--- config.mk ---
export PLATFORM = sky130hd
export DESIGN_NAME = fpanel_shift_latch
export DESIGN_NICKNAME = d
export VERILOG_FILES = /design/src/rtl/fpanel_pkg.sv /design/src/rtl/fp_wr_decode.sv /design/src/rtl/fp_shift_chain.sv /design/src/rtl/fp_display_latch.sv /design/src/rtl/fpanel_shift_latch.sv
export SDC_FILE = /design/constraint.sdc
export NUM_CORES = 1
export LEC_CHECK = 0
export ABC_AREA = 1
export BUFFER_PORTS_ARGS = -buffer_cell sky130_fd_sc_hd__buf_4
export CAP_MARGIN = 10
export CORE_AREA = 2 2 67 94
export CTS_BUF_LIST = sky130_fd_sc_hd__clkbuf_8
export DETAILED_ROUTE_END_ITERATION = 10
export DIE_AREA = 0 0 69 96
export PLACE_DENSITY_LB_ADDON = 0.08
export SLEW_MARGIN = 20
export SYNTH_ARGS = -nofsm -noshare
export SYNTH_HDL_FRONTEND = slang
export SYNTH_SLANG_ARGS = --single-unit
--- constraint.sdc ---
create_clock -name clk -period 2.6 [get_ports clk]
set_input_delay 0.52 -clock clk [delete_from_list [all_inputs] [get_ports clk]]
set_output_delay 0.52 -clock clk [all_outputs]
set_load 0.005 [all_outputs]
--- src/rtl/fpanel_pkg.sv ---
package fpanel_pkg;
    typedef enum logic [1:0] {
        CMD_IDLE   = 2'd0,
        CMD_SHIFT  = 2'd1,
        CMD_COMMIT = 2'd2
    } fp_cmd_e;
endpackage

--- src/rtl/fp_wr_decode.sv ---
module fp_wr_decode
    import fpanel_pkg::*;
#(
    parameter int              ADDR_W    = 8,
    parameter logic [ADDR_W-1:0] BASE_ADDR = 8'h34
) (
    input  logic              clk,
    input  logic              rst,
    input  logic              wr_en,
    input  logic [ADDR_W-1:0] wr_addr,
    output fp_cmd_e           cmd,
    output logic              push,
    output logic              load
);
    localparam logic [ADDR_W-1:0] UPD_ADDR = BASE_ADDR + 1'b1;

    always_comb begin
        cmd = CMD_IDLE;
        if (wr_en) begin
            if (wr_addr == BASE_ADDR)
                cmd = CMD_SHIFT;
            else if (wr_addr == UPD_ADDR)
                cmd = CMD_COMMIT;
        end
    end

    always_comb begin
        push = 1'b0;
        load = 1'b0;
        unique case (cmd)
            CMD_IDLE:   begin push = 1'b0; load = 1'b0; end
            CMD_SHIFT:  begin push = 1'b1; load = 1'b0; end
            CMD_COMMIT: begin push = 1'b1; load = 1'b1; end
            default:    begin push = 1'b0; load = 1'b0; end
        endcase
    end

    // no command without the strobe
    assert_no_cmd_without_strobe_R7: assert property (@(posedge clk) disable iff (rst)
        !wr_en |-> (!push && !load));
    // foreign addresses never push
    assert_foreign_addr_ignored_R5: assert property (@(posedge clk) disable iff (rst)
        (wr_addr != BASE_ADDR && wr_addr != UPD_ADDR) |-> !push);
    assert_load_implies_push_R3: assert property (@(posedge clk) disable iff (rst)
        load |-> push);
endmodule

--- src/rtl/fp_shift_chain.sv ---
module fp_shift_chain #(
    parameter int               SECTIONS = 4,
    parameter int               BYTE_W   = 8,
    parameter logic [BYTE_W-1:0] FILL    = 8'hE7
) (
    input  logic                         clk,
    input  logic                         rst,
    input  logic                         push,
    input  logic [BYTE_W-1:0]            din,
    output logic [SECTIONS*BYTE_W-1:0]   chain_next
);
    logic [BYTE_W-1:0] stage_q [SECTIONS];
    logic [BYTE_W-1:0] stage_d [SECTIONS];

    genvar gi;
    generate
        for (gi = 0; gi < SECTIONS; gi++) begin : g_stage
            if (gi == 0) begin : g_entry
                assign stage_d[gi] = push ? din : stage_q[gi];
            end else begin : g_body
                assign stage_d[gi] = push ? stage_q[gi-1] : stage_q[gi];
            end

            always_ff @(posedge clk) begin
                if (rst)
                    stage_q[gi] <= FILL;
                else
                    stage_q[gi] <= stage_d[gi];
            end

            assign chain_next[gi*BYTE_W +: BYTE_W] = stage_d[gi];

            if (gi > 0) begin : g_chk
                // each held byte moves one stage on
                assert_stage_advance_R2: assert property (@(posedge clk) disable iff (rst)
                    push |=> stage_q[gi] == $past(stage_q[gi-1]));
            end
            assert_stage_hold_R5: assert property (@(posedge clk) disable iff (rst)
                !push |=> $stable(stage_q[gi]));
        end
    endgenerate

    // newest byte enters stage 0
    assert_entry_load_R2: assert property (@(posedge clk) disable iff (rst)
        push |=> stage_q[0] == $past(din));
endmodule

--- src/rtl/fp_display_latch.sv ---
module fp_display_latch #(
    parameter int                W    = 32,
    parameter logic [7:0]        FILL = 8'hE7
) (
    input  logic         clk,
    input  logic         rst,
    input  logic         load,
    input  logic [W-1:0] d,
    output logic [W-1:0] q
);
    localparam int NBYTES = W / 8;
    localparam logic [W-1:0] RST_VAL = {NBYTES{FILL}};

    always_ff @(posedge clk) begin
        if (rst)
            q <= RST_VAL;
        else if (load)
            q <= d;
    end

    // output only moves on a commit
    assert_latch_hold_R6: assert property (@(posedge clk) disable iff (rst)
        !load |=> $stable(q));
    // commit captures the post-shift chain
    assert_latch_capture_R3: assert property (@(posedge clk) disable iff (rst)
        load |=> q == $past(d));
    // panel dark after reset
    assert_reset_dark_R1: assert property (@(posedge clk)
        rst |=> q == RST_VAL);
endmodule

--- src/rtl/fpanel_shift_latch.sv ---
module fpanel_shift_latch
    import fpanel_pkg::*;
#(
    parameter int                SECTIONS  = 4,
    parameter int                ADDR_W    = 8,
    parameter logic [ADDR_W-1:0] BASE_ADDR = 8'h34,
    parameter logic [7:0]        BLANK     = 8'hE7
) (
    input  logic                    clk,
    input  logic                    rst,
    input  logic                    wr_en,
    input  logic [ADDR_W-1:0]       wr_addr,
    input  logic [7:0]              wr_data,
    output logic [SECTIONS*8-1:0]   seg_out
);
    localparam int BYTE_W = 8;
    localparam int PANEL_W = SECTIONS * BYTE_W;

    fp_cmd_e              cmd;
    logic                 push;
    logic                 load;
    logic [PANEL_W-1:0]   chain_next;

    fp_wr_decode #(
        .ADDR_W    (ADDR_W),
        .BASE_ADDR (BASE_ADDR)
    ) u_dec (
        .clk     (clk),
        .rst     (rst),
        .wr_en   (wr_en),
        .wr_addr (wr_addr),
        .cmd     (cmd),
        .push    (push),
        .load    (load)
    );

    fp_shift_chain #(
        .SECTIONS (SECTIONS),
        .BYTE_W   (BYTE_W),
        .FILL     (BLANK)
    ) u_chain (
        .clk        (clk),
        .rst        (rst),
        .push       (push),
        .din        (wr_data),
        .chain_next (chain_next)
    );

    fp_display_latch #(
        .W    (PANEL_W),
        .FILL (BLANK)
    ) u_latch (
        .clk  (clk),
        .rst  (rst),
        .load (load),
        .d    (chain_next),
        .q    (seg_out)
    );

    // the newest byte lands in section 0 on commit
    assert_commit_newest_R3: assert property (@(posedge clk) disable iff (rst)
        (cmd == CMD_COMMIT) |=> seg_out[7:0] == $past(wr_data));
endmodule

Word level (Yosys, flattened, before mapping)

Memories as Yosys holds them, arrays and structs flattened.
Index checks and enable logic that the tools add are counted.

Flip-flop bits (word level): 32
RAM bits: 32
Input port bits: 19
Logic and storage cells: 27
Memories kept: 1

Memories:

| name            | words | bits a word | rd ports | clocked after memory_dff | wr ports | RTL line             | source |
|---|---|---|---|---|---|---|---|
| u_chain.stage_q | 4     | 8           | 4        | 0                        | 4        | fp_shift_chain.sv:12 | `logic [BYTE_W-1:0] stage_q [SECTIONS];` |

Equal/unequal tests: 4
Mux-type cells: 16
Bitwise operators: 4
Reduce and logical (&&, ||, !) cells: 1

Operators with widths:

| operator                                            | count |
|---|---|
| two-way mux 8 bit                                   | 8 |
| equality test 8 x 6 -> 1 bit, second input constant | 2 |
| two-way mux 2 bit                                   | 3 |
| two-way mux 1 bit                                   | 5 |
| bitwise OR 1 bit                                    | 4 |
| equality test 2 x 1 -> 1 bit, second input constant | 1 |
| equality test 2 bit, second input constant          | 1 |
| OR reduction 2 bit                                  | 1 |

Logic depth before layout (Yosys ltp)

Gate-level depths: netlist (run 1).

Depth after elaboration: 9
Gate-level depth with buffers: 12
Depth with buffers taken out: 10

Modules after synthesis

Synthesis (run 1) repeated with hierarchy kept, for this count alone.

Cell total of the unflattened synthesis: 364
Area total of the unflattened synthesis: 2640.0 µm²

Modules (own cells, without submodules):

| module           | instances | cells each | area an instance (µm²) | seq. area each (µm²) |
|---|---|---|---|---|
| fp_shift_chain   | 1         | 190        | 1355.0                 | 640.6 |
| fp_display_latch | 1         | 156        | 1207.4                 | 640.6 |
| fp_wr_decode     | 1         | 18         | 77.6                   | 0.0 |

Least setup slack after synthesis (run 1)

OpenSTA, ideal clock, no wires.

Kind: in2reg
Start point: input port wr_addr[3]
End point: register u_latch.q[17]
Library setup time: 0.115 ns
Arrival: 1.537 ns
Required time: 2.485 ns
Slack: 0.948 ns
Stages on the path: 11
Path through: inv_1 > nand2_1 > nor2_1 > nand3_1 > ha_1 > buf_6 > inv_6 > buf_8 > nand2_1 > nand3_1 > nand2_1

Word-level cells in the longest chain between the ends: 8
Elaborated cells on any way between the ends: 11

Ends and longest elaborated chain:

| what                                                                       | RTL line                 | source |
|---|---|---|
| start: declaration                                                         | fpanel_shift_latch.sv:12 | `input logic [ADDR_W-1:0] wr_addr,` |
| equality test 8 x 6 -> 1 bit                                               | fp_wr_decode.sv:22       | `else if (wr_addr == UPD_ADDR)` |
| two-way mux 2 bit                                                          | fp_wr_decode.sv:22       |  |
| two-way mux 2 bit (*)                                                      | fp_wr_decode.sv:20       | `if (wr_addr == BASE_ADDR)` |
| two-way mux 2 bit (*)                                                      | fp_wr_decode.sv:19       | `if (wr_en) begin` |
| equality test 2 x 1 -> 1 bit / equality test 2 bit (equally long branches) | fp_wr_decode.sv:30       | `unique case (cmd)` |
| OR reduction 2 bit (no source line)                                        | n/a                      |  |
| two-way mux 1 bit                                                          | fp_wr_decode.sv:30       |  |
| two-way mux 8 bit                                                          | fp_shift_chain.sv:21     | `assign stage_d[gi] = push ? stage_q[gi-1] : stage_q[gi];` |
| end signal: assignment                                                     | fp_display_latch.sv:16   | `q <= RST_VAL;` |
| end signal: assignment                                                     | fp_display_latch.sv:18   | `q <= d;` |
| end: declaration                                                           | fp_display_latch.sv:9    | `output logic [W-1:0] q` |

Mark *: on every way between the ends. The rest lies on a longest branch, timed or not.
A chain may end at the register's enable or synchronous reset.

Worst setup path in the final report (run 1)

Start point: input port wr_addr[3]
End point: register u_latch.q[26]

The elaborated chain is that of the path after synthesis.

==> results.tsv, run 1 <==
stage	metric	value	unit
power_and_ir_drop	maximum VDD drop	392	uV
finish	number of diodes	0	
floorplan	Initial Util	45.3	%
place	Final HPWL DP	3.41	mm
global_route	gr ovfl total	0	
finish	final design utilization	54.4	%
sta	fin crit period	1.69	ns
setup_path	crit-path max FO	32	
route	met3 wire len	196	um
clocking	CTS max path bufs	2	
route	wire length on met2	2.82	mm
floorplan	Die Y	96	um
clocking	Root Buffer	clkbuf_8	
yosys	Post-Syn Nets	387	
place	dpl ws	0.521	ns
clocking	Setup Buffers After CTS	0	
yosys	post-synth top area cell	dfxtp_1	
power_and_ir_drop	internal power	1.56	mW
power_and_ir_drop	Net Sw Frac	20.4	%
worst_hold_path	WHS Path Cells	3	
yosys	Avg Inst Size Synth	7.13	sq um
floorplan	I/O pin cnt	51	
route	met1 wire length	2.33	mm
global_route	global-route usage over all layers	17.9	%
floorplan	core area	5780	sq um
yosys	count of different cell masters after synthesis	15	
sta	Fin Setup TNS	0	ns
worst_hold_path	hold path endpoint	u_chain.stage_q[0][4]	
place	placed inst area	2930	sq um
yosys	Most used DFF post-synth	dfxtp_1	
clocking	CTS Hold Bufs	0	
power_and_ir_drop	Cell Pwr Density	623	nW/um^2
global_route	antenna violations before repair	0	
yosys	Synth area leaders	dfxtp_1 49%, nand2_1 20%, nand3_1 6.7%, inv_1 6.3%, a21oi_1 6.1%	
finish	Final Net Count	429	
sta	RSZ-0062 raised after global routing	false	
route	# DRC	0	
worst_hold_path	Worst Hold Class	in -> reg	
setup_path	Setup Crit Path Kind	in -> reg	
route	vias per cell	4.63	
global_route	pin count of the biggest net entering global routing	42	
global_route	vias in the first global route	2142	
finish	design area	3140	sq um
yosys	Post-synth ARST share	0	%
worst_hold_path	worst hold start	wr_data[4]	
outcome	status	complete, no violations	
power_and_ir_drop	Sequential Power Share	50.2	%
yosys	Gate Count Post-Synth	367	
setup_path	Worst setup EP type	flip-flop	
setup_path	worst path arrival time	1.93	ns
global_route	first-pass GRT wire length	9.36	mm
setup_path	capturing point of the worst reg2reg path	u_latch.q[26]	
route	DR pass1 iterations	4	
job	max_cap viols	0	
clocking	Resized cells post-CTS	0	
route	via count	2241	
sta	Clock Skews	0.00464	ns
finish	P&R area growth vs syn	20.2	%
clocking	TritonCTS buffer count	9	
sta	setup ws final	0.907	ns
power_and_ir_drop	Clk pwr share	47.3	%
sta	fmax	591	MHz
yosys	post-synthesis sequential area ratio	49.0	%
route	per-cell routed wire length	11.3	um
power_and_ir_drop	Psw	0.400	mW
clocking	TritonCTS clock tree	yes	
finish	layout cell share with drive strength beyond 1	17.6	%
clocking	clock slew at reported path FFs	0.07	ns
route	Starting DRT DRC Count	127	
yosys	count of flip-flops with a built-in enable after synthesis	0	
setup_path	RR Startpoint	u_chain.stage_q[2][2]	
sta	Slew HR	49.8	%
clocking	clock sink total	64	
yosys	synthesized area	2620	sq um
power_and_ir_drop	Comb power frac	2.6	%
power_and_ir_drop	Leakage Power	1.60	nW
sta	final hold vios	0	
route	post-route ant nets	0	
route	Routed WL	5.48	mm
floorplan	Die ar.	6620	sq um
setup_path	Startpoint Class	primary input	
place	I/O Buffers	50	
setup_path	R2R Setup Slk	1.89	ns
sta	Final setup viols	0	
sta	Worst-Margin Slew	0.753	ns
floorplan	# rows	33	
floorplan	Die X	69	um
clocking	Max H-tree Level	3	
sta	period utilization	65.1	%
route	Top Layer Used	met4	
yosys	Synth warnings	0	
yosys	Yosys top cell area share	49.0	%
sta	Slew Limit Fails	0	
place	RePlAce Congestion	0.769	
setup_path	Worst R2R Path Depth	4	
setup_path	required time worst endpoint	2.84	ns
clocking	clock latency on the worst-skew pair	0.34	ns
yosys	Seq cells post-synth	64	
[power groups by stage]
stage                     clock, mW  combinational, mW  sequential (mW)
final                         0.925             0.0504            0.982
after global routing          0.977             0.0561            0.982
after CTS                     0.945             0.0515            0.982
after detailed placement          0             0.0514             1.00
after global placement            0             0.0509             1.00
after floorplan                   0             0.0254             1.00
[cell type report]
cell class	count	area, sq um
inverter	46	178
sequential	64	1280
clock buffer	10	138
clock inverter	6	76.3
timing repair buffer	52	390
fill	611	2640
multi-input combinational	236	993
tap	70	87.6
[synth_stat cells, types with 2 or more instances]
cell	n
nand2_1	141
a21oi_1	32
nand2_2	6
dfxtp_1	64
nor2_1	21
buf_6	7
inv_1	44
buf_4	2
buf_2	10
nand3_1	35
[routing by layer]
metal	vias up	global-route usage (%)
li1	1200	-
met1	994	19.0
met2	33	33.1
met3	14	4.29
met4	0	9.31
met5	-	0
[stage by stage]
stage | hold WS, ns | instances | power [mW]
2_1_floorplan | 0.451 | 367 | 1.03
3_3_place_gp | 0.451 | 468 | 1.06
3_5_place_dp | 0.456 | 468 | 1.06
4_1_cts | 0.434 | 484 | 1.98
5_1_grt | 0.448 | 484 | 2.01
6_report | 0.444 | 484 | 1.96
[worst max-delay path, cell delays in order]
cell and delay, ns:
buf_4 0.10, inv_1 0.06, nand2_1 0.05, nor2_1 0.09
nand3_1 0.09, ha_1 0.37, buf_4 0.35, nand2_1 0.12
nand3_1 0.13, nand2_1 0.06
[cells in the final DEF, fill, tap and decap left out, types with 2 or more instances in the layout]
cell,instances
a21oi_1,32
buf_4,52
bufinv_16,2
clkbuf_8,10
dfxtp_1,64
inv_1,47
nand2_1,141
nand2_2,6
nand3_1,35
nor2_1,21
[flip-flops by register name (all words and copies together) (netlist names)]
name,count
u_latch.q,32
u_chain.stage_q,32
[cell families after synthesis]
family	Yosys count	synth area share, %
AND/OR/NAND/NOR	203	31.4
buffers and inverters	67	13.1
flip-flops	64	49.0
AO/OA/AOI/OAI	32	6.12
adder cells (fa/ha/maj)	1	0.478
[worst max-delay path by stage]
| stage | startpoint | end | slack, ns | cells after the start |
|---|---|---|---|---|
| after floorplan | wr_addr[3] | u_latch.q[17] | 0.95 | 11 |
| after global placement | wr_addr[3] | u_latch.q[26] | 0.55 | 10 |
| after detailed placement | wr_addr[3] | u_latch.q[26] | 0.52 | 10 |
| after CTS | wr_addr[3] | u_latch.q[26] | 0.89 | 10 |
| after global routing | wr_addr[3] | u_latch.q[26] | 0.72 | 10 |
| final | wr_addr[3] | u_latch.q[26] | 0.91 | 10 |
Power figures use the tool's default switching activity.
==> inputs of run 2 (changes only) <==
Clock period 2.6 ns to 1.4 ns, I/O delays scaled along.
==> results.tsv, run 2 (synthesis gave the netlist of run 1 again) <==
stage	metric	value	unit
outcome	status	complete, no violations	
clocking	CTS max path bufs	2	
clocking	Max H-tree Level	3	
place	Final HPWL DP	3.70	mm
route	per-cell routed wire length	11.2	um
global_route	global-route usage over all layers	17.5	%
floorplan	Initial Util	45.3	%
sta	setup ws final	0.122	ns
floorplan	I/O pin cnt	51	
setup_path	crit path cell chain	buf_4 > nor2_1 > nand3_1 > nor2_1 > ha_4 > buf_12 > nand2_1 > nand3_1 > nand2_1 > inv_1	
global_route	antenna violations before repair	0	
power_and_ir_drop	Cell Pwr Density	1060	nW/um^2
floorplan	Die ar.	6620	sq um
finish	commonest non-fill, non-tap cell in the layout	nand2_1	
clocking	CTS Hold Bufs	0	
clocking	TritonCTS buffer count	9	
route	post-route ant nets	0	
sta	RSZ-0062 raised after global routing	false	
setup_path	required time worst endpoint	1.64	ns
setup_path	critical-path cell with the highest stage delay	ha_4	
sta	Slew HR	70.1	%
floorplan	core area	5780	sq um
place	I/O Buffers	50	
setup_path	Setup Crit Path Kind	in -> reg	
clocking	clock slew at reported path FFs	0.07	ns
floorplan	Die X	69	um
clocking	Root Buffer	clkbuf_8	
floorplan	# rows	33	
global_route	vias in the first global route	2020	
finish	Final Net Count	434	
sta	Fin Setup TNS	0	ns
route	Starting DRT DRC Count	114	
floorplan	Die Y	96	um
worst_hold_path	Worst Hold Class	in -> reg	
global_route	gr ovfl total	0	
sta	fin crit period	1.28	ns
clocking	Setup Buffers After CTS	0	
place	dpl ws	-0.286	ns
setup_path	Crit path largest cell delay	0.26	ns
global_route	pin count of the biggest net entering global routing	35	
clocking	Resized cells post-CTS	0	
global_route	first-pass GRT wire length	8.94	mm
clocking	TritonCTS clock tree	yes	
finish	most frequent cells in the layout	141 x nand2_1, 64 x dfxtp_1, 55 x buf_4, 46 x inv_1, 35 x nand3_1	
sta	Slew Limit Fails	0	
sta	period utilization	91.3	%
setup_path	R2R Setup Slk	0.70	ns
job	max_cap viols	0	
route	Routed WL	5.46	mm
sta	final hold vios	0	
finish	P&R area growth vs syn	22.0	%
sta	fmax	783	MHz
sta	Final setup viols	0	
clocking	clock sink total	64	
sta	Clock Skews	0.00422	ns
route	# DRC	0	
clocking	clock latency on the worst-skew pair	0.34	ns
sta	Worst-Margin Slew	0.448	ns
setup_path	Worst setup EP type	flip-flop	
setup_path	worst path arrival time	1.51	ns
setup_path	crit-path max FO	32	
place	RePlAce Congestion	0.769	
finish	layout cell share with drive strength beyond 1	19.1	%
route	DR pass1 iterations	4	
power_and_ir_drop	Leakage Power	1.62	nW
finish	number of diodes	0	
finish	Largest regs	u_chain.stage_q: 32 flops, u_latch.q: 32 flops	
setup_path	Startpoint Class	primary input	
route	vias per cell	4.63	
power_and_ir_drop	maximum VDD drop	631	uV
route	via count	2265	
## run 2: changes by cell type in the layout (fill, tap and decap cells not counted), moves of 2 or more
cell / before / now
buf_4: 52 / 55
bufinv_16: 2 / 0
clkbuf_8: 10 / 12
buf_12: 0 / 2
## run 2: final timing paths
check	cells past startpoint	from	endpoint
worst min-delay path	3	wr_data[3]	u_chain.stage_q[0][3]
worst min register to register	2	u_latch.q[26]	u_latch.q[26]
worst max register to register	4	u_chain.stage_q[2][2]	u_latch.q[18]
worst max-delay path	10	wr_addr[1]	u_latch.q[27]
## run 2: layout make-up
type	instances	area (sq um)
fill	609	2590
sequential	64	1280
multi-input combinational	236	1010
timing repair buffer	57	453
inverter	46	180
clock buffer	12	165
tap	70	87.6
clock inverter	4	20.0
## run 2: worst max-delay path: cells and delay by family
family / cells / cell delay [ns]
adder cells (fa/ha/maj): 1 / 0.26
buffers and inverters: 3 / 0.31
AND/OR/NAND/NOR: 6 / 0.68
## run 2: layer usage
| metal | global-route usage [%] | part of all wire (%) | vias up |
|---|---|---|---|
| met3 | 3.77 | 3.2 | 10 |
| met2 | 32.1 | 52 | 34 |
| met1 | 18.0 | 42 | 1015 |
| li1 | - | - | 1206 |
| met4 | 11.3 | 2.6 | 0 |
| met5 | 0 | 0 | - |
## run 2: through the flow
stage	util, %	hold slack [ns]	power [mW]	std cells	area, sq um
3_3_place_gp	51.8	0.455	1.97	473	2990
5_1_grt	55.2	0.216	3.50	489	3190
6_report	55.2	0.213	3.38	489	3190
2_1_floorplan	-	0.429	1.91	367	2620
4_1_cts	55.0	0.202	3.42	489	3180
3_5_place_dp	51.8	0.456	1.97	473	2990
## run 2: power breakdown
| group | internal (mW) | total [mW] | switching [mW] |
|---|---|---|---|
| sequential | 1.82 | 1.82 | 0.00132 |
| combinational | 0.0500 | 0.104 | 0.0538 |
| clock | 0.772 | 1.45 | 0.681 |
| total | 2.64 | 3.38 | 0.736 |
==> inputs of run 3 (changes only) <==
Clock period 1.4 ns to 1.25 ns, I/O delays scaled along.
==> results.tsv, run 3 (synthesis gave the netlist of run 1 again) <==
stage	metric	value	unit
finish	Final Net Count	443	
global_route	vias in the first global route	2136	
worst_hold_path	WHS Path Cells	3	
sta	Worst-Margin Slew	0.267	ns
finish	most frequent cells in the layout	129 x nand2_1, 64 x dfxtp_1, 58 x buf_4, 41 x inv_1, 31 x a21oi_1	
setup_path	RR Startpoint	u_chain.stage_q[2][1]	
global_route	antenna violations before repair	0	
place	I/O Buffers	50	
setup_path	Crit path largest cell delay	0.36	ns
sta	fin crit period	1.21	ns
setup_path	required time worst endpoint	1.49	ns
job	max_cap viols	0	
power_and_ir_drop	Pwr Total	4.34	mW
power_and_ir_drop	Cell Pwr Density	1240	nW/um^2
finish	number of diodes	0	
finish	P&R area growth vs syn	33.9	%
setup_path	critical-path cell with the highest stage delay	ha_4	
finish	commonest non-fill, non-tap cell in the layout	nand2_1	
route	via count	2325	
floorplan	core area	5780	sq um
global_route	gr ovfl total	0	
power_and_ir_drop	Leakage Power	1.80	nW
sta	Slew HR	82.2	%
route	vias per cell	4.67	
clocking	clock latency on the worst-skew pair	0.34	ns
sta	RSZ-0062 raised after global routing	true	
worst_hold_path	worst hold start	wr_data[3]	
clocking	Setup Buffers After CTS	0	
sta	fmax	824	MHz
setup_path	worst path arrival time	1.45	ns
clocking	CTS max path bufs	2	
clocking	CTS Hold Bufs	0	
route	# DRC	0	
sta	Final setup viols	0	
worst_hold_path	Worst Hold Class	in -> reg	
place	Final HPWL DP	3.97	mm
floorplan	I/O pin cnt	51	
sta	period utilization	97.1	%
route	Routed WL	5.66	mm
setup_path	R2R Setup Slk	0.52	ns
sta	final hold vios	0	
finish	Largest regs	u_chain.stage_q: 32 flops, u_latch.q: 32 flops	
sta	Slew Limit Fails	0	
route	post-route ant nets	0	
sta	hold slack	0.180	ns
route	DR pass1 iterations	4	
clocking	TritonCTS buffer count	9	
setup_path	crit-path max FO	8	
sta	Clock Skews	0.0116	ns
clocking	Root Buffer	clkbuf_8	
floorplan	Die Y	96	um
floorplan	# rows	33	
global_route	global-route usage over all layers	18.2	%
setup_path	Setup Crit Path Kind	in -> reg	
route	Starting DRT DRC Count	107	
clocking	clock slew at reported path FFs	0.07	ns
clocking	TritonCTS clock tree	yes	
power_and_ir_drop	maximum VDD drop	684	uV
outcome	status	complete, no violations	
setup_path	Worst setup EP type	flip-flop	
floorplan	Die X	69	um
clocking	clock sink total	64	
place	RePlAce Congestion	0.763	
clocking	Max H-tree Level	3	
setup_path	crit path cell chain	buf_4 > inv_8 > nand2_2 > nor2_1 > nand3_1 > ha_4 > inv_8 > buf_4 > nand2_2 > nand3_2 > nand2_1 > inv_1	
setup_path	Worst R2R Path Depth	4	
global_route	first-pass GRT wire length	9.52	mm
floorplan	Initial Util	45.3	%
setup_path	capturing point of the worst reg2reg path	u_chain.stage_q[2][1]	
floorplan	Die ar.	6620	sq um
sta	Fin Setup TNS	0	ns
finish	layout cell share with drive strength beyond 1	27.3	%
route	per-cell routed wire length	11.4	um
setup_path	Startpoint Class	primary input	
worst_hold_path	hold path endpoint	u_chain.stage_q[0][3]	
global_route	pin count of the biggest net entering global routing	25	
run 3: cell type report:
class                   count  area (sq um)
clock inverters             6           108
well taps                  70          87.6
inverters                  46           200
multi-input cells         236          1110
repair buffers             66           574
clock buffers              10           138
flip-flops and latches     64          1280
fillers                   542          2280
run 3: worst max-delay path by stage:
stage | from | to | slack [ns]
6_report | wr_addr[7] | u_latch.q[28] | 0.04
5_1_grt | wr_addr[3] | u_latch.q[28] | -0.04
4_1_cts | wr_addr[7] | u_latch.q[3] | 0.01
3_5_place_dp | wr_addr[7] | u_latch.q[25] | -0.45
3_3_place_gp | wr_addr[7] | u_latch.q[9] | -0.42
2_1_floorplan | wr_addr[7] | u_latch.q[11] | -0.11
run 3: worst max-delay path, delay by kind of cell:
family	cells	cell delay (ns)
simple gates	6	0.44
fa+ha+maj	1	0.36
buf+inv	5	0.41
run 3: routing by layer:
layer / share of wire (%) / wire length (um) / vias to the layer above / GRT usage (%)
met1: 42 / 2370 / 1054 / 19.9
met4: 1.6 / 90 / 0 / 7.84
met3: 3.9 / 219 / 8 / 5.13
li1: - / - / 1226 / -
met5: 0 / 0 / - / 0
met2: 53 / 2980 / 37 / 33.0
run 3: report_power, final:
part / switching [mW] / internal [mW] / leakage, nW
sequential: 0.00143 / 2.04 / 0.517
clock: 0.792 / 1.37 / 0.128
combinational: 0.0713 / 0.0670 / 1.16
total: 0.864 / 3.48 / 1.80
run 3: stage by stage:
stage,util (%),cell area (sq um),std cells,setup WS (ns)
after floorplan,-,2740,367,-0.105
after global placement,55.2,3190,481,-0.420
after detailed placement,55.2,3190,481,-0.449
after CTS,59.7,3450,497,0.0125
after global routing,60.6,3500,498,-0.0444
final,60.6,3500,498,0.0360
run 3: what timing repair did:
action / 4_1_cts / 5_1_grt
resized for setup: 3 / 9
setup endpoints to repair: 56 / 49
pin swaps: 1 / 5
hold endpoints to repair: 0 / 0
cloned: 0 / 1
